==> config.mk <==
export PLATFORM = sky130hd
export DESIGN_NAME = cpy_irq_agg
export DESIGN_NICKNAME = d
export VERILOG_FILES = /design/src/rtl/cirq_pkg.sv /design/src/rtl/cirq_wm_detect.sv /design/src/rtl/cirq_chan.sv /design/src/rtl/cpy_irq_agg.sv
export SDC_FILE = /design/constraint.sdc
export NUM_CORES = 1
export LEC_CHECK = 0
export BUFFER_PORTS_ARGS = -buffer_cell sky130_fd_sc_hd__buf_2
export CAP_MARGIN = 20
export CORE_MARGIN = 1.5
export CORE_UTILIZATION = 35
export DETAILED_ROUTE_END_ITERATION = 12
export PLACE_DENSITY_LB_ADDON = 0.3
export REMOVE_ABC_BUFFERS = 1
export SLEW_MARGIN = 20
export SYNTH_ARGS = -nofsm -noshare
export SYNTH_HDL_FRONTEND = slang
export SYNTH_SLANG_ARGS = --single-unit
export TNS_END_PERCENT = 10
==> constraint.sdc <==
create_clock -name clk -period 2.2 [get_ports clk]
set_input_delay 0.11 -clock clk [delete_from_list [all_inputs] [get_ports clk]]
set_output_delay 0.11 -clock clk [all_outputs]
set_load 0.03 [all_outputs]
==> src/rtl/cirq_pkg.sv <==
package cirq_pkg;

    localparam int STAT_W = 6;
    localparam int HEN_W  = 5;

    localparam int B_DONE   = 0;
    localparam int B_SRC_HI = 1;
    localparam int B_SRC_LO = 2;
    localparam int B_DST_HI = 3;
    localparam int B_DST_LO = 4;
    localparam int B_ERR    = 5;

    typedef enum logic [2:0] {
        REG_HOST_EN = 3'd0,
        REG_MISC_EN = 3'd1,
        REG_STATUS  = 3'd2,
        REG_SRC_WM  = 3'd3,
        REG_DST_WM  = 3'd4,
        REG_SUMMARY = 3'd5,
        REG_NONE    = 3'd7
    } reg_sel_e;

    // Packed cause vector: first member is the MSB (status bit 5).
    typedef struct packed {
        logic err;
        logic dst_lo;
        logic dst_hi;
        logic src_lo;
        logic src_hi;
        logic done;
    } cause_t;

    function automatic reg_sel_e sel_decode(input logic [2:0] raw);
        case (raw)
            3'd0:    return REG_HOST_EN;
            3'd1:    return REG_MISC_EN;
            3'd2:    return REG_STATUS;
            3'd3:    return REG_SRC_WM;
            3'd4:    return REG_DST_WM;
            3'd5:    return REG_SUMMARY;
            default: return REG_NONE;
        endcase
    endfunction

    // Clear first, then set: a fresh event always survives its own clear.
    function automatic logic [STAT_W-1:0] w1c_merge(input logic [STAT_W-1:0] cur,
                                                    input logic [STAT_W-1:0] clr,
                                                    input logic [STAT_W-1:0] ev);
        return (cur & ~clr) | ev;
    endfunction

endpackage

==> src/rtl/cirq_wm_detect.sv <==
module cirq_wm_detect #(
    parameter int OCC_W = 5
) (
    input  logic             clk,
    input  logic             rst,
    input  logic [OCC_W-1:0] occ,
    input  logic [OCC_W-1:0] lo_mark,
    input  logic [OCC_W-1:0] hi_mark,
    output logic             hi_evt,
    output logic             lo_evt
);

    logic above, below;
    logic above_q, below_q;

    assign above = occ > hi_mark;
    assign below = occ < lo_mark;

    always_ff @(posedge clk) begin
        if (rst) begin
            above_q <= 1'b0;
            below_q <= 1'b0;
        end else begin
            above_q <= above;
            below_q <= below;
        end
    end

    assign hi_evt = above & ~above_q;
    assign lo_evt = below & ~below_q;

    AST_HI_SINGLE: assert property (@(posedge clk) disable iff (rst) hi_evt |=> !hi_evt);
    AST_LO_SINGLE: assert property (@(posedge clk) disable iff (rst) lo_evt |=> !lo_evt);

endmodule

==> src/rtl/cirq_chan.sv <==
module cirq_chan
    import cirq_pkg::*;
#(
    parameter int OCC_W      = 5,
    parameter int RING_DEPTH = 16,
    localparam int WD_W      = (2 * OCC_W > STAT_W) ? 2 * OCC_W : STAT_W
) (
    input  logic               clk,
    input  logic               rst,
    input  logic               wr_en,
    input  reg_sel_e           reg_sel,
    input  logic [WD_W-1:0]    wdata,
    input  logic               done_pulse,
    input  logic               err_pulse,
    input  logic [OCC_W-1:0]   src_occ,
    input  logic [OCC_W-1:0]   dst_occ,
    output logic [HEN_W-1:0]   host_en,
    output logic               misc_en,
    output logic [STAT_W-1:0]  status,
    output logic [2*OCC_W-1:0] src_wm,
    output logic [2*OCC_W-1:0] dst_wm,
    output logic               pending
);

    localparam logic [OCC_W-1:0] HI_RESET = OCC_W'(RING_DEPTH);

    cause_t             ev;
    logic [STAT_W-1:0]  clr_mask;
    logic [STAT_W-1:0]  en_mask;
    logic               wr_stat;

    cirq_wm_detect #(.OCC_W(OCC_W)) u_src_wm (
        .clk     (clk),
        .rst     (rst),
        .occ     (src_occ),
        .lo_mark (src_wm[OCC_W-1:0]),
        .hi_mark (src_wm[2*OCC_W-1:OCC_W]),
        .hi_evt  (ev.src_hi),
        .lo_evt  (ev.src_lo)
    );

    cirq_wm_detect #(.OCC_W(OCC_W)) u_dst_wm (
        .clk     (clk),
        .rst     (rst),
        .occ     (dst_occ),
        .lo_mark (dst_wm[OCC_W-1:0]),
        .hi_mark (dst_wm[2*OCC_W-1:OCC_W]),
        .hi_evt  (ev.dst_hi),
        .lo_evt  (ev.dst_lo)
    );

    assign ev.done = done_pulse;
    assign ev.err  = err_pulse;

    assign wr_stat  = wr_en && (reg_sel == REG_STATUS);
    assign clr_mask = wr_stat ? wdata[STAT_W-1:0] : '0;

    always_ff @(posedge clk) begin
        if (rst) begin
            status <= '0;
        end else begin
            status <= w1c_merge(status, clr_mask, ev);
        end
    end

    always_ff @(posedge clk) begin
        if (rst) begin
            host_en <= '0;
            misc_en <= 1'b0;
            src_wm  <= {HI_RESET, {OCC_W{1'b0}}};
            dst_wm  <= {HI_RESET, {OCC_W{1'b0}}};
        end else if (wr_en) begin
            case (reg_sel)
                REG_HOST_EN: host_en <= wdata[HEN_W-1:0];
                REG_MISC_EN: misc_en <= wdata[0];
                REG_SRC_WM:  src_wm  <= wdata[2*OCC_W-1:0];
                REG_DST_WM:  dst_wm  <= wdata[2*OCC_W-1:0];
                default: ;
            endcase
        end
    end

    assign en_mask = {misc_en, host_en};
    assign pending = |(status & en_mask);

    AST_RESET_CLEAR: assert property (@(posedge clk) rst |=> (status == '0 && host_en == '0 && !misc_en));
    AST_DONE_LATCH: assert property (@(posedge clk) disable iff (rst) done_pulse |=> status[B_DONE]);
    AST_ERR_LATCH_MASKED: assert property (@(posedge clk) disable iff (rst) (err_pulse && !misc_en) |=> status[B_ERR]);
    AST_W1C_CLEARS: assert property (@(posedge clk) disable iff (rst) (wr_stat && wdata[B_ERR] && !err_pulse) |=> !status[B_ERR]);
    AST_SET_WINS: assert property (@(posedge clk) disable iff (rst) (wr_stat && wdata[B_DONE] && done_pulse) |=> status[B_DONE]);
    AST_MASKED_QUIET: assert property (@(posedge clk) disable iff (rst) (host_en == '0 && !misc_en) |-> !pending);

endmodule

==> src/rtl/cpy_irq_agg.sv <==
module cpy_irq_agg
    import cirq_pkg::*;
#(
    parameter int NUM_CH     = 4,
    parameter int RING_DEPTH = 16,
    parameter int DATA_W     = 32,
    localparam int OCC_W     = $clog2(RING_DEPTH + 1),
    localparam int CH_W      = (NUM_CH > 1) ? $clog2(NUM_CH) : 1,
    localparam int ADDR_W    = CH_W + 3
) (
    input  logic                       clk,
    input  logic                       rst,
    input  logic                       bus_we,
    input  logic [ADDR_W-1:0]          bus_addr,
    input  logic [DATA_W-1:0]          bus_wdata,
    output logic [DATA_W-1:0]          bus_rdata,
    input  logic [NUM_CH-1:0]          done_pulse,
    input  logic [NUM_CH-1:0]          err_pulse,
    input  logic [NUM_CH*OCC_W-1:0]    src_occ,
    input  logic [NUM_CH*OCC_W-1:0]    dst_occ,
    output logic [NUM_CH*STAT_W-1:0]   chan_status,
    output logic [NUM_CH-1:0]          ch_summary,
    output logic                       irq_out
);

    localparam int WD_W = (2 * OCC_W > STAT_W) ? 2 * OCC_W : STAT_W;

    logic [CH_W-1:0]    addr_ch;
    reg_sel_e           addr_sel;
    logic [NUM_CH-1:0]  wr_sel;

    logic [HEN_W-1:0]   host_en_a [NUM_CH];
    logic               misc_en_a [NUM_CH];
    logic [STAT_W-1:0]  status_a  [NUM_CH];
    logic [2*OCC_W-1:0] src_wm_a  [NUM_CH];
    logic [2*OCC_W-1:0] dst_wm_a  [NUM_CH];

    logic               irq_q;
    logic               unused_wdata_hi;

    assign addr_ch  = bus_addr[ADDR_W-1:3];
    assign addr_sel = sel_decode(bus_addr[2:0]);
    assign unused_wdata_hi = ^bus_wdata[DATA_W-1:WD_W];

    for (genvar c = 0; c < NUM_CH; c++) begin : g_ch
        localparam logic [CH_W-1:0] CH_ID = CH_W'(c);

        assign wr_sel[c] = bus_we && (addr_ch == CH_ID);

        cirq_chan #(
            .OCC_W      (OCC_W),
            .RING_DEPTH (RING_DEPTH)
        ) u_chan (
            .clk        (clk),
            .rst        (rst),
            .wr_en      (wr_sel[c]),
            .reg_sel    (addr_sel),
            .wdata      (bus_wdata[WD_W-1:0]),
            .done_pulse (done_pulse[c]),
            .err_pulse  (err_pulse[c]),
            .src_occ    (src_occ[c*OCC_W +: OCC_W]),
            .dst_occ    (dst_occ[c*OCC_W +: OCC_W]),
            .host_en    (host_en_a[c]),
            .misc_en    (misc_en_a[c]),
            .status     (status_a[c]),
            .src_wm     (src_wm_a[c]),
            .dst_wm     (dst_wm_a[c]),
            .pending    (ch_summary[c])
        );

        assign chan_status[c*STAT_W +: STAT_W] = status_a[c];
    end

    always_comb begin
        bus_rdata = '0;
        if (addr_sel == REG_SUMMARY) begin
            bus_rdata[NUM_CH-1:0] = ch_summary;
        end else if (int'(addr_ch) < NUM_CH) begin
            case (addr_sel)
                REG_HOST_EN: bus_rdata[HEN_W-1:0]   = host_en_a[addr_ch];
                REG_MISC_EN: bus_rdata[0]           = misc_en_a[addr_ch];
                REG_STATUS:  bus_rdata[STAT_W-1:0]  = status_a[addr_ch];
                REG_SRC_WM:  bus_rdata[2*OCC_W-1:0] = src_wm_a[addr_ch];
                REG_DST_WM:  bus_rdata[2*OCC_W-1:0] = dst_wm_a[addr_ch];
                default: ;
            endcase
        end
    end

    always_ff @(posedge clk) begin
        if (rst) begin
            irq_q <= 1'b0;
        end else begin
            irq_q <= |ch_summary;
        end
    end

    assign irq_out = irq_q;

    AST_IRQ_LAG: assert property (@(posedge clk) disable iff (rst) 1'b1 |=> (irq_out == $past(|ch_summary)));
    AST_IRQ_RESET: assert property (@(posedge clk) rst |=> !irq_out);

endmodule

Word-level counts from Yosys, hierarchy flattened. Cells that the tools add are included. W data, S select, Z words.

Magnitude comparators: 17. Equality and inequality tests: 13. Mux-type cells: 26. Bitwise logic cells: 49. Reductions and logical operators: 32.

Operators by type and width (count): $and A6 B6 Y6 (8); $mux W6 (7); $bmux W10 S2 (2); $gt A5 B5 Y1 (8); $lt A5 B5 Y1 (8); $mux W10 (4); $reduce_and A2 Y1 (16); $not A6 Y6 (4); $or A6 B6 Y6 (4); $reduce_or A24 Y1 (1); $reduce_or A6 Y1 (4); $pmux W3 S6 (1); $and A1 B1 Y1 (16); $not A1 Y1 (16); $pmux W4 S4 (1); $bmux W6 S2 (1); $eq A3 B2 Y1 const B (4); $eq A3 B3 Y1 const B (4); $bmux W5 S2 (1); $mux W5 (2); $logic_and A1 B1 Y1 (8); $pmux W4 S2 (1); $eq A3 B1 Y1 const B (2); $logic_not A3 Y1 (2); 10 further kinds (12).

Register bits: 145. Output and inout port bits: 61. Logic and storage cells: 174.

Logic depth before layout (Yosys ltp). Gate-level depths: netlist of the first run.

Depth in word-level cells: 8. Depth in mapped cells: 8.

Hierarchy. A second synthesis of the first run with hierarchy kept.

Cell total of the unflattened synthesis: 951. Area total of the unflattened synthesis: 9110.0 sq um.

By module, submodules not included: cirq_chan (instances 4, cells each 131, area an instance 1363.8 sq um, seq. area each 640.6 sq um); cirq_wm_detect (instances 8, cells each 36, area an instance 280.3 sq um, seq. area each 40.0 sq um); cpy_irq_agg (instances 1, cells each 139, area an instance 1412.6 sq um, seq. area each 20.0 sq um).

Least setup slack after synthesis of the first run. OpenSTA, ideal clock, no wires.

Path type: input -> output. From: input port bus_addr[0]. To: output port bus_rdata[1]. Arrival time: 1593 ps. Setup slack: 497 ps. Stages: 6. Buffers on the path: 2. Path through: buf_2 > or3b_1 > buf_6 > o22ai_1 > nor2_1 > o221ai_1.

Cells in the longest elaborated chain, start to end: 5. Elaborated cells on any way between the ends: 14. Classes of those cells: 9 x eq/ne; 3 x mux; 2 x reduce/logical.

Ends and longest elaborated chain: start, declared (line cpy_irq_agg.sv:14) `input logic [ADDR_W-1:0] bus_addr,`; $eq A3 B3 Y1, or another cell as far along (line cirq_pkg.sv:34) `case (raw)`; $pmux W3 S6 (*) (line cirq_pkg.sv:34); $eq A3 B3 Y1, or another cell as far along (line cpy_irq_agg.sv:79) `case (addr_sel)`; $pmux W4 S4 (line cpy_irq_agg.sv:79); $mux W4 (*) (line cpy_irq_agg.sv:76) `if (addr_sel == REG_SUMMARY) begin`; end, declared (line cpy_irq_agg.sv:16) `output logic [DATA_W-1:0] bus_rdata,`.

Every way passes the cells marked *; elsewhere a longest branch is shown, timed or not.

Worst setup path after layout of the first run.
From: register g_ch[0].u_chan.status[4]. To: output port bus_rdata[0].

Cells in the longest elaborated chain, start to end: 3.

Ends and longest elaborated chain: start, declared (line cirq_chan.sv:19) `output logic [STAT_W-1:0] status,`; start signal, assigned (line cirq_chan.sv:62) `status <= w1c_merge(status, clr_mask, ev);`; $and A6 B6 Y6 (line cirq_chan.sv:84) `assign pending = |(status & en_mask);`; $reduce_or A6 Y1 (line cirq_chan.sv:84); $mux W4 (line cpy_irq_agg.sv:76).

Every way passes these cells.

==> metrics.md, run 1 <==
| Metric | Value |
|---|---|
| CTS tree | built |
| Post-layout nets | 1260 |
| R2r setup slk | 0.50 ns |
| Worst-case reg-to-reg path depth | 7 |
| Final wirelength | 27.21 mm |
| Ant. Diodes | 0 |
| Peak Freq | 0.4821 GHz |
| Synth Warn # | 0 |
| IO Count | 149 |
| R2r startpoint | g_ch[3].u_chan.dst_wm[6]$_SDFFE_PP0P_ |
| Detail Route Antenna Nets | 0 |
| Yosys reg bits | 145 |
| Leakage power | 3.939 nW |
| First-pass GRT wire length | 41.08 mm |
| Row count | 56 |
| Final WS setup | 0.1256 ns |
| Async set-reset flop share out of synthesis | 0% |
| Die Footprint | 0.02514 mm^2 |
| Min-delay worst type | in -> reg |
| Initial core utilization | 35.86% |
| Worst Max-Slew Pin Slew | 0.6471 ns |
| Critical hold path startpoint | dst_occ[14] |
| Met2 WL post-DR | 12.15 mm |
| Post-Syn Area | 0.008468 mm^2 |
| Util after Layout | 41.95% |
| Fin crit share | 94.29% |
| Routability-driven placement congestion ratio | 0.9233 |
| Final HPWL DP | 20.13 mm |
| Iteration-0 DRC Markers | 666 |
| Gr ovfl total | 0 |
| Power per cell area | 691.9 mW/mm^2 |
| Layout cells sized above 1 | 17.79% |
| Net Sw Power | 1.890 mW |
| Met3 WL | 1.700 mm |
| Die width | 158.5 um |
| MaxCap Viol Count | 0 |
| Final Hold Viols | 0 |
| Ys flop type | dfxtp_1 |
| Floorplan core area | 0.02361 mm^2 |
| Crit Path Max Fanout | 4 |
| Critical Path AT | 1.96 ns |
| Switch share | 27.57% |
| DR DRC count | 0 |
| Kind of critical path | reg -> out |
| Synth-to-Final Area Change | 16.98% |
| Crit path launch type | register |
| Post-CTS Resized | 0 |
| Pre-CTS worst setup slack | 0.2517 ns |
| Crit. End Element | output port |
| Largest net degree at the start of global routing | 36 |
| Largest cells by area after synthesis | dfxtp_1, ha_1, nand2_1 |
| Met1 wire length | 12.75 mm |
| Cells after Synth | 1015 |
| CTS root buf | clkbuf_16 |
| Max-slew violations | 0 |
| Clock share of power | 45.7% |
| Slew margin rel. | 56.67% |
| Hold Path Sink | g_ch[2].u_chan.u_dst_wm.below_q$_SDFF_PP0_ |
| Synth cell types | 52 |
| Endpoints failing setup | 0 |
| Unrepaired setup endpoints after global routing | no |
| H-tree levels | 4 |
| Clock Pin Slew Worst Setup and Hold Paths | 0.06 ns |
| Post-synth top cells | nand2_1, dfxtp_1, a21oi_1 |
| Clk sinks | 145 |
| Critical R2R Capture | g_ch[3].u_chan.status[3]$_SDFF_PP0_ |
| Yosys top cell by area | dfxtp_1 |
| Number of global-route vias before repair | 6935 |
| DR vias | 7587 |
| GRT Overall Usage | 22.12% |
| Post-synthesis average cell area | 8.343 um^2 |
| Logic pwr share | 13.4% |
| Worst skew pair latency | 0.44 ns |
| Clock Skew | 0.007295 ns |
| CP required | 2.09 ns |
| CTS buffer count | 17 |
| Synth top area share | 34.28% |
| Drt pass-1 iters | 5 |
| Post-CTS Setup Bufs | 0 |
| Flop pwr share | 40.9% |
| Cells after DPL | 1391 |
| Status | finished, final reports clean |
| Port bufs | 104 |
| Vias per cell | 5.298 |
| Wire per inst | 19.00 um |
| Tot Pwr | 6.853 mW |
| Hold Crit Depth | 3 |
| Post-synth EDFFs | 0 |
| Int Pwr | 4.964 mW |
| Die Ht | 158.5 um |
| Total negative slack | 0 ns |
| Max Used Layer | met4 |
| Top-count cell post-synth | nand2_1 |
| Max IR drop VDD | 0.3881 mV |
| Seq/Total Area, Yosys | 34.28% |
| Clock tree buffer depth | 2 |
| Min cycle time layout | 2.074 ns |
| Non-Filler Instances | 1432 |
| Antenna violations before repair | 0 |
==> flip-flops by register name, indices dropped and copies added (netlist names) <==
signal and count:
g_ch.u_chan.u_dst_wm.below_q 4, g_ch.u_chan.u_dst_wm.above_q 4, irq_out 1, g_ch.u_chan.u_src_wm.below_q 4, g_ch.u_chan.u_src_wm.above_q 4, g_ch.u_chan.status 24
g_ch.u_chan.src_wm 40, g_ch.u_chan.host_en 20, g_ch.u_chan.dst_wm 40, g_ch.u_chan.misc_en 4
==> layer usage <==
layer	global-route usage, %	vias up
li1	-	3679
met1	30.86	3591
met2	34.37	288
met3	3.756	29
met4	7.655	0
met5	0	-
==> critical path: stages, from the launching register on <==
cell and delay (ns):
dfxtp_1 0.37, a22oi_1 0.20, nand3_1 0.25, nor2b_1 0.22, a21oi_1 0.12, nand3_1 0.15
buf_2 0.22
==> final cells by class <==
type	count	area, um^2
timing repair buffer	143	863.3
clock inverter	12	181.4
tap	319	399.1
sequential	145	2903
clock buffer	20	446.7
inverter	92	345.3
fill	2420	13710
multi-input combinational	701	4767
==> cell families (layout without fill, tap and decap cells) <==
group / after synthesis / in the layout / share of synthesized area (%)
compound gates: 295 / 295 / 21.03
other cells: 1 / 22 / 0.04428
fa+ha+maj: 72 / 72 / 10.64
mux: 48 / 48 / 8.629
buf+inv: 190 / 267 / 10.36
flops: 145 / 145 / 34.28
simple gates: 264 / 264 / 15.03
==> what timing repair did <==
action                                 in CTS  in global routing
hold buffers                                9                  0
setup endpoints to repair                   0                  0
endpoints found under the hold margin       9                  0
==> per-stage QoR <==
step	hold slack [ns]	cell area (um^2)
detailed placement	0.3224	9188
global placement	0.3156	9188
CTS	0.007074	9906
global route	0.03506	9906
finish	0.02599	9906
floorplan	0.1791	8015
==> worst max-delay path by stage <==
stage / startpoint / endpoint / slack, ns / cells after the start
after CTS: g_ch[0].u_chan.status[4]$_SDFF_PP0_ / bus_rdata[0] / 0.12 / 6
final: g_ch[0].u_chan.status[4]$_SDFF_PP0_ / bus_rdata[0] / 0.13 / 6
after global placement: bus_addr[1] / bus_rdata[2] / 0.30 / 7
after detailed placement: bus_addr[1] / bus_rdata[2] / 0.25 / 7
after floorplan: bus_addr[0] / bus_rdata[1] / 0.42 / 4
after global routing: g_ch[0].u_chan.status[4]$_SDFF_PP0_ / bus_rdata[0] / 0.03 / 6
==> power by group through the flow <==
stage | Sequential (mW) | Combinational (mW) | Clock, mW
floorplan | 2.91 | 0.399 | 0
global placement | 2.86 | 0.887 | 0
detailed placement | 2.86 | 0.901 | 0
CTS | 2.80 | 0.917 | 3.18
global route | 2.81 | 1.00 | 3.28
finish | 2.80 | 0.917 | 3.13
==> cell usage in the layout, fill, tap and decap left out, types with 24 or more instances in the layout <==
cell type / count
ha_1: 72
buf_4: 29
inv_1: 92
dfxtp_1: 145
mux2i_1: 28
nor2_1: 35
nand2_1: 151
a21o_1: 30
o21ai_0: 37
o21ai_1: 40
nand3_1: 24
a21oi_1: 104
buf_2: 103
Power figures use the tool's default switching activity.
==> inputs of run 2 (changes only) <==
--- a/config.mk
+++ b/config.mk
@@ -10,6 +10,7 @@
 export CORE_MARGIN = 1.5
 export CORE_UTILIZATION = 35
 export DETAILED_ROUTE_END_ITERATION = 12
+export MAX_ROUTING_LAYER = met4
 export PLACE_DENSITY_LB_ADDON = 0.3
 export REMOVE_ABC_BUFFERS = 1
 export SLEW_MARGIN = 20
==> metrics.md, run 2 (same netlist as run 1, synthesis figures left out) <==
| Metric | Value |
|---|---|
| Sequential cell area | 0.002903 mm^2 (unchanged) |
| Endpoints failing setup | 0 (unchanged) |
| Filler cells | 2421 (+0.041%) |
| Worst skew pair latency | 0.43 ns (about the same) |
| Min cycle time layout | 2.060 ns (-0.01393 ns) |
| Crit path launch type | register |
| Non-Filler Instances | 1428 (-0.28%) |
| Max IR drop VDD | 0.4106 mV (+5.8%) |
| Met3 WL | 1.873 mm (+10%) |
| Status | finished, final reports clean |
| GRT Overall Usage | 22.44% (+0.32 points) |
| Number of global-route vias before repair | 6947 (+0.17%) |
| Die Footprint | 0.02514 mm^2 (unchanged) |
| Final WS setup | 0.1395 ns (+0.01393 ns) |
| Worst-case reg-to-reg path depth | 6 (-1) |
| Unrepaired setup endpoints after global routing | no |
| Pre-CTS worst setup slack | 0.3399 ns (+0.08826 ns) |
| Hold_buf cts | 8 (-1) |
| Iteration-0 DRC Markers | 747 (+12%) |
| Critical Path AT | 1.95 ns (about the same) |
| IO Count | 149 (unchanged) |
| Commonest non-fill, non-tap cell in the layout | nand2_1 |
| Layout cells sized above 1 | 17.58% (-0.21 points) |
| Kind of critical path | reg -> out |
| Power per cell area | 669.4 mW/mm^2 (-3.2%) |
| Wire per inst | 18.87 um (-0.68%) |
| DR vias | 7608 (+0.28%) |
| Floorplan core area | 0.02361 mm^2 (unchanged) |
| Crit. End Element | output port |
| Min-delay worst type | in -> reg |
| Fin crit share | 93.66% (-0.63 points) |
| Port bufs | 104 (unchanged) |
| Peak Freq | 0.4853 GHz (+0.68%) |
| Cells after DPL | 1388 (-0.22%) |
| Largest delay share family, worst path | simple AND/OR/NAND/NOR gates |
| Clock Pin Slew Worst Setup and Hold Paths | 0.07 ns (about the same) |
| Slowest-stage cell, CP | dfxtp_1 |
| Die Ht | 158.5 um (unchanged) |
| Final HPWL DP | 19.87 mm (-1.3%) |
| Cell area after layout | 0.009853 mm^2 (-0.53%) |
| Largest net degree at the start of global routing | 43 (+19%) |
| Worst path depth | 6 (unchanged) |
| Met2 WL post-DR | 12.11 mm (-0.32%) |
| Slew margin rel. | 56.90% (+0.23 points) |
| Footprint of the multi-input gates | 0.004767 mm^2 (unchanged) |
| Detail Route Antenna Nets | 0 (unchanged) |
| CP required | 2.09 ns (about the same) |
| Met1 wire length | 12.33 mm (-3.3%) |
| Max Used Layer | met4 |
| Total negative slack | 0 ns (unchanged) |
| Clock tree buffer depth | 2 (unchanged) |
| Drt pass-1 iters | 5 (unchanged) |
| Clock Skew | 0.008718 ns (+0.001423 ns) |
| Placement Cell Area | 0.009190 mm^2 (about the same) |
| Top flop regs | g_ch.u_chan.dst_wm (40), g_ch.u_chan.src_wm (40), g_ch.u_chan.status (24) |
| MaxCap Viol Count | 0 (unchanged) |
| Hold Crit Depth | 3 (unchanged) |
| CTS tree | built |
| Synth-to-Final Area Change | 16.36% |
| Initial core utilization | 35.86% (unchanged) |
| Row count | 56 (unchanged) |
| Ant. Diodes | 0 (unchanged) |
| R2r setup slk | 0.47 ns (-0.03 ns) |
| Crit path cell chain | a22oi_1 -> nand3_1 -> nor2b_1 -> a21oi_1 -> nand3_1 -> buf_2 |
| Crit Path Max Fanout | 4 (unchanged) |
| Post-CTS Resized | 0 (unchanged) |
| Max-slew violations | 0 (unchanged) |
| Routability-driven placement congestion ratio | 0.9268 (+0.38%) |
| Gr ovfl total | 0 (unchanged) |
| First-pass GRT wire length | 40.39 mm (-1.7%) |
| Clk sinks | 145 (unchanged) |
| Cell seen most often among critical-path stages | nand3_1 |
| Post-layout nets | 1256 (-0.32%) |
| Antenna violations before repair | 0 (unchanged) |
| Final wirelength | 26.95 mm (-0.96%) |
| H-tree levels | 4 (unchanged) |
| Leading cell types in the layout, fill and taps excluded | nand2_1, dfxtp_1, a21oi_1, buf_2, inv_1 |
| Worst Max-Slew Pin Slew | 0.6437 ns (-0.003425 ns) |
| DR DRC count | 0 (unchanged) |
| CTS buffer count | 17 (unchanged) |
| Final Hold Viols | 0 (unchanged) |
| Buf+Inv Stages, Crit Path | 1 (unchanged) |
| Max stage delay on crit path | 0.37 ns (about the same) |
| Post-CTS Setup Bufs | 0 (unchanged) |
| Vias per cell | 5.328 (+0.56%) |
| Leakage power | 3.904 nW (-0.90%) |
| Die width | 158.5 um (unchanged) |
| CTS root buf | clkbuf_16 |
run 2: cell count changes in the layout (fill, tap and decap cells not counted), sizes merged:
cell	previous run	this run
clkinv	2	4
bufinv	4	2
dlygate4sd3	9	8
inv	94	92
buf	134	131
clkinvlp	4	6
run 2: worst reg2reg max path: cells and delay by family, from the launching register on:
kind	cells	cell delay, ns
compound gates	4	0.84
fa+ha+maj	1	0.30
buf+inv	1	0.07
flops	1	0.42
run 2: per-stage QoR:
step	utilization, %	hold WS, ns	total power, mW
floorplan	-	0.1791	3.310
global placement	38.92	0.3158	3.751
detailed placement	38.92	0.3227	3.767
CTS	41.73	0.01696	6.628
global route	41.73	0.04467	6.822
finish	41.73	0.02928	6.596
run 2: routing by layer:
metal  global-route usage (%)  vias up
met5                        -        -
met4                    7.922        0
met3                    3.375       34
met2                    33.98      273
met1                    30.39     3630
li1                         -     3671
run 2: report_power, final:
group	total, mW	internal, mW	switching [mW]
combinational	0.918	0.322	0.597
sequential	2.81	2.71	0.0978
clock	2.87	1.70	1.17
run 2: final cells by class:
| type | count | area share, % |
|---|---|---|
| clock buffers | 20 | 4.533 |
| inverters | 92 | 3.505 |
| flip-flops and latches | 145 | 29.46 |
| clock inverters | 12 | 1.384 |
| well taps | 319 | 4.051 |
| repair buffers | 139 | 8.686 |
| multi-input cells | 701 | 48.38 |
run 2: worst paths after layout:
kind	from	end
min	dst_occ[14]	g_ch[2].u_chan.u_dst_wm.below_q$_SDFF_PP0_
min reg2reg	g_ch[3].u_chan.u_dst_wm.above_q$_SDFF_PP0_	g_ch[3].u_chan.status[3]$_SDFF_PP0_
max	g_ch[0].u_chan.status[4]$_SDFF_PP0_	bus_rdata[0]
max reg2reg	g_ch[0].u_chan.dst_wm[6]$_SDFFE_PP0P_	g_ch[0].u_chan.status[3]$_SDFF_PP0_
==> inputs of run 3 (changes only) <==
--- a/config.mk
+++ b/config.mk
@@ -10,6 +10,7 @@
 export CORE_MARGIN = 1.5
 export CORE_UTILIZATION = 35
 export DETAILED_ROUTE_END_ITERATION = 12
+export GPL_TIMING_DRIVEN = 0
 export MAX_ROUTING_LAYER = met4
 export PLACE_DENSITY_LB_ADDON = 0.3
 export REMOVE_ABC_BUFFERS = 1
==> metrics.md, run 3 (same netlist as run 1, synthesis figures left out) <==
| Metric | Value |
|---|---|
| Status | finished, final reports clean |
| Largest net degree at the start of global routing | 99 (+130%) |
| Wire per inst | 19.01 um (+0.73%) |
| Iteration-0 DRC Markers | 632 (-15%) |
| Vias per cell | 5.304 (-0.44%) |
| Top flop regs | g_ch.u_chan.dst_wm (40), g_ch.u_chan.src_wm (40), g_ch.u_chan.status (24) |
| Slowest-stage cell, CP | or3_2 |
| Die Footprint | 0.02514 mm^2 (unchanged) |
| Crit path launch type | primary input |
| Max-slew violations | 0 (unchanged) |
| Slew margin rel. | 29.61% (-27 points) |
| Cell seen most often among critical-path stages | buf_2 |
| GRT Overall Usage | 22.43% (about the same) |
| Initial core utilization | 35.86% (unchanged) |
| Total negative slack | 0 ns (unchanged) |
| Die Ht | 158.5 um (unchanged) |
| Cells after DPL | 1364 (-1.7%) |
| H-tree levels | 4 (unchanged) |
| Util after Layout | 41.16% (-0.57 points) |
| MaxCap Viol Count | 0 (unchanged) |
| CTS tree | built |
| Kind of critical path | in -> out |
| Leading cell types in the layout, fill and taps excluded | nand2_1, dfxtp_1, a21oi_1, buf_2, inv_1 |
| Non-Filler Instances | 1403 (-1.8%) |
| Hold Crit Depth | 3 (unchanged) |
| CP required | 2.09 ns (about the same) |
| Port bufs | 104 (unchanged) |
| Number of global-route vias before repair | 7063 (+1.7%) |
| Post-CTS Setup Bufs | 0 (unchanged) |
| First-pass GRT wire length | 40.39 mm (unchanged) |
| Peak Freq | 0.4634 GHz (-4.5%) |
| Crit path cell chain | buf_2 -> or3_2 -> o22ai_1 -> nor2_1 -> o221ai_1 -> buf_2 |
| Max stage delay on crit path | 0.76 ns (+0.39 ns) |
| Floorplan core area | 0.02361 mm^2 (unchanged) |
| Commonest non-fill, non-tap cell in the layout | nand2_1 |
| Final wirelength | 26.67 mm (-1.0%) |
| Die width | 158.5 um (unchanged) |
| Max IR drop VDD | 0.5166 mV (+26%) |
| Min-delay worst type | in -> reg |
| Clock tree buffer depth | 2 (unchanged) |
| DR DRC count | 0 (unchanged) |
| Crit. End Element | output port |
| CTS root buf | clkbuf_16 |
| Layout cells sized above 1 | 16.25% (-1.3 points) |
| Post-layout nets | 1232 (-1.9%) |
| Tot Pwr | 6.770 mW (+2.6%) |
| Clock Pin Slew Worst Setup and Hold Paths | 0.06 ns (about the same) |
| Critical Path AT | 2.05 ns (+0.10 ns) |
| Crit Path Max Fanout | 24 (+20) |
| IO Count | 149 (unchanged) |
| CTS buffer count | 17 (unchanged) |
| Clk sinks | 145 (unchanged) |
| Min cycle time layout | 2.158 ns (+0.09748 ns) |
| Antenna violations before repair | 1 (+1) |
| Buf+Inv Stages, Crit Path | 2 (+1) |
| Worst-case reg-to-reg path depth | 6 (unchanged) |
| Worst skew pair latency | 0.44 ns (about the same) |
| Final HPWL DP | 18.96 mm (-4.6%) |
| Worst Max-Slew Pin Slew | 1.051 ns (+0.4076 ns) |
| Power per cell area | 696.6 mW/mm^2 (+4.1%) |
| Endpoints failing setup | 0 (unchanged) |
| Drt pass-1 iters | 5 (unchanged) |
| Gr ovfl total | 0 (unchanged) |
| Final Hold Viols | 0 (unchanged) |
| Largest delay share family, worst path | simple AND/OR/NAND/NOR gates |
| Row count | 56 (unchanged) |
| Fin crit share | 98.09% (+4.4 points) |
| Clock Skew | 0.007225 ns (-0.001493 ns) |
| Leakage power | 3.823 nW (-2.1%) |
| DR vias | 7442 (-2.2%) |
| Routability-driven placement congestion ratio | 0.9459 (+2.1%) |
| Synth-to-Final Area Change | 14.78% |
| Detail Route Antenna Nets | 0 (unchanged) |
| Unrepaired setup endpoints after global routing | no |
| Worst path depth | 6 (unchanged) |
[run 3: cell types whose count changed in the layout (fill, tap and decap cells not counted), moves of 2 or more]
cell	delta
buf_4	-23
buf_12	-4
clkinv_2	+3
clkinv_4	-3
clkinvlp_4	-3
buf_16	+2
buf_6	+2
bufinv_16	+2
clkbuf_1	-2
[run 3: worst paths after layout]
| kind | from | to | slack, ns |
|---|---|---|---|
| max | bus_addr[0] | bus_rdata[3] | 0.04 |
| min | dst_occ[14] | g_ch[2].u_chan.u_dst_wm.below_q$_SDFF_PP0_ | 0.02 |
| max reg2reg | g_ch[1].u_chan.src_wm[8]$_SDFFE_PP0P_ | g_ch[1].u_chan.status[1]$_SDFF_PP0_ | 0.56 |
| min reg2reg | g_ch[3].u_chan.u_src_wm.above_q$_SDFF_PP0_ | g_ch[3].u_chan.status[1]$_SDFF_PP0_ | 0.42 |
[run 3: report_power, final]
group          switching [mW]  total (mW)  leakage, nW  internal, mW
Combinational           0.590       0.894         2.35         0.303
Clock                    1.14        3.08        0.296          1.93
Sequential             0.0922        2.80         1.18          2.71
[run 3: final cells by class]
| type | instances | area, um^2 |
|---|---|---|
| diodes | 1 | 2.502 |
| clock inverters | 11 | 162.7 |
| fillers | 2395 | 13890 |
| inverters | 92 | 345.3 |
| multi-input cells | 701 | 4778 |
| repair buffers | 115 | 675.6 |
| flip-flops and latches | 145 | 2903 |
| clock buffers | 19 | 452.9 |
| well taps | 319 | 399.1 |
[run 3: what timing repair did]
action                                 CTS  global route
resized for setup                        0             4
endpoints found under the hold margin    8             0
setup endpoints to repair                0            13
hold buffers                             8             0
[run 3: per-stage QoR]
step / hold WS [ns] / cell area (um^2) / worst slack [ns]
after global placement: 0.3152 / 8935 / -1.844
after global routing: 0.03298 / 9719 / 0.01008
after detailed placement: 0.3186 / 9012 / -0.3749
after CTS: 0.004561 / 9708 / 0.05650
after floorplan: 0.1791 / 8015 / 0.4230
final: 0.01582 / 9719 / 0.04207
[run 3: tightest hold or removal path, cell delays in order]
cell and delay [ns]:
buf_2 0.10, ha_1 0.16, a211oi_1 0.04
[run 3: metal layers]
metal | routed length [um] | global-route usage [%] | part of all wire, %
met5 | 0 | - | 0
met4 | 1153 | 11.08 | 4.3
met3 | 1785 | 4.219 | 6.7
met2 | 11540 | 32.52 | 43
met1 | 12190 | 29.83 | 46
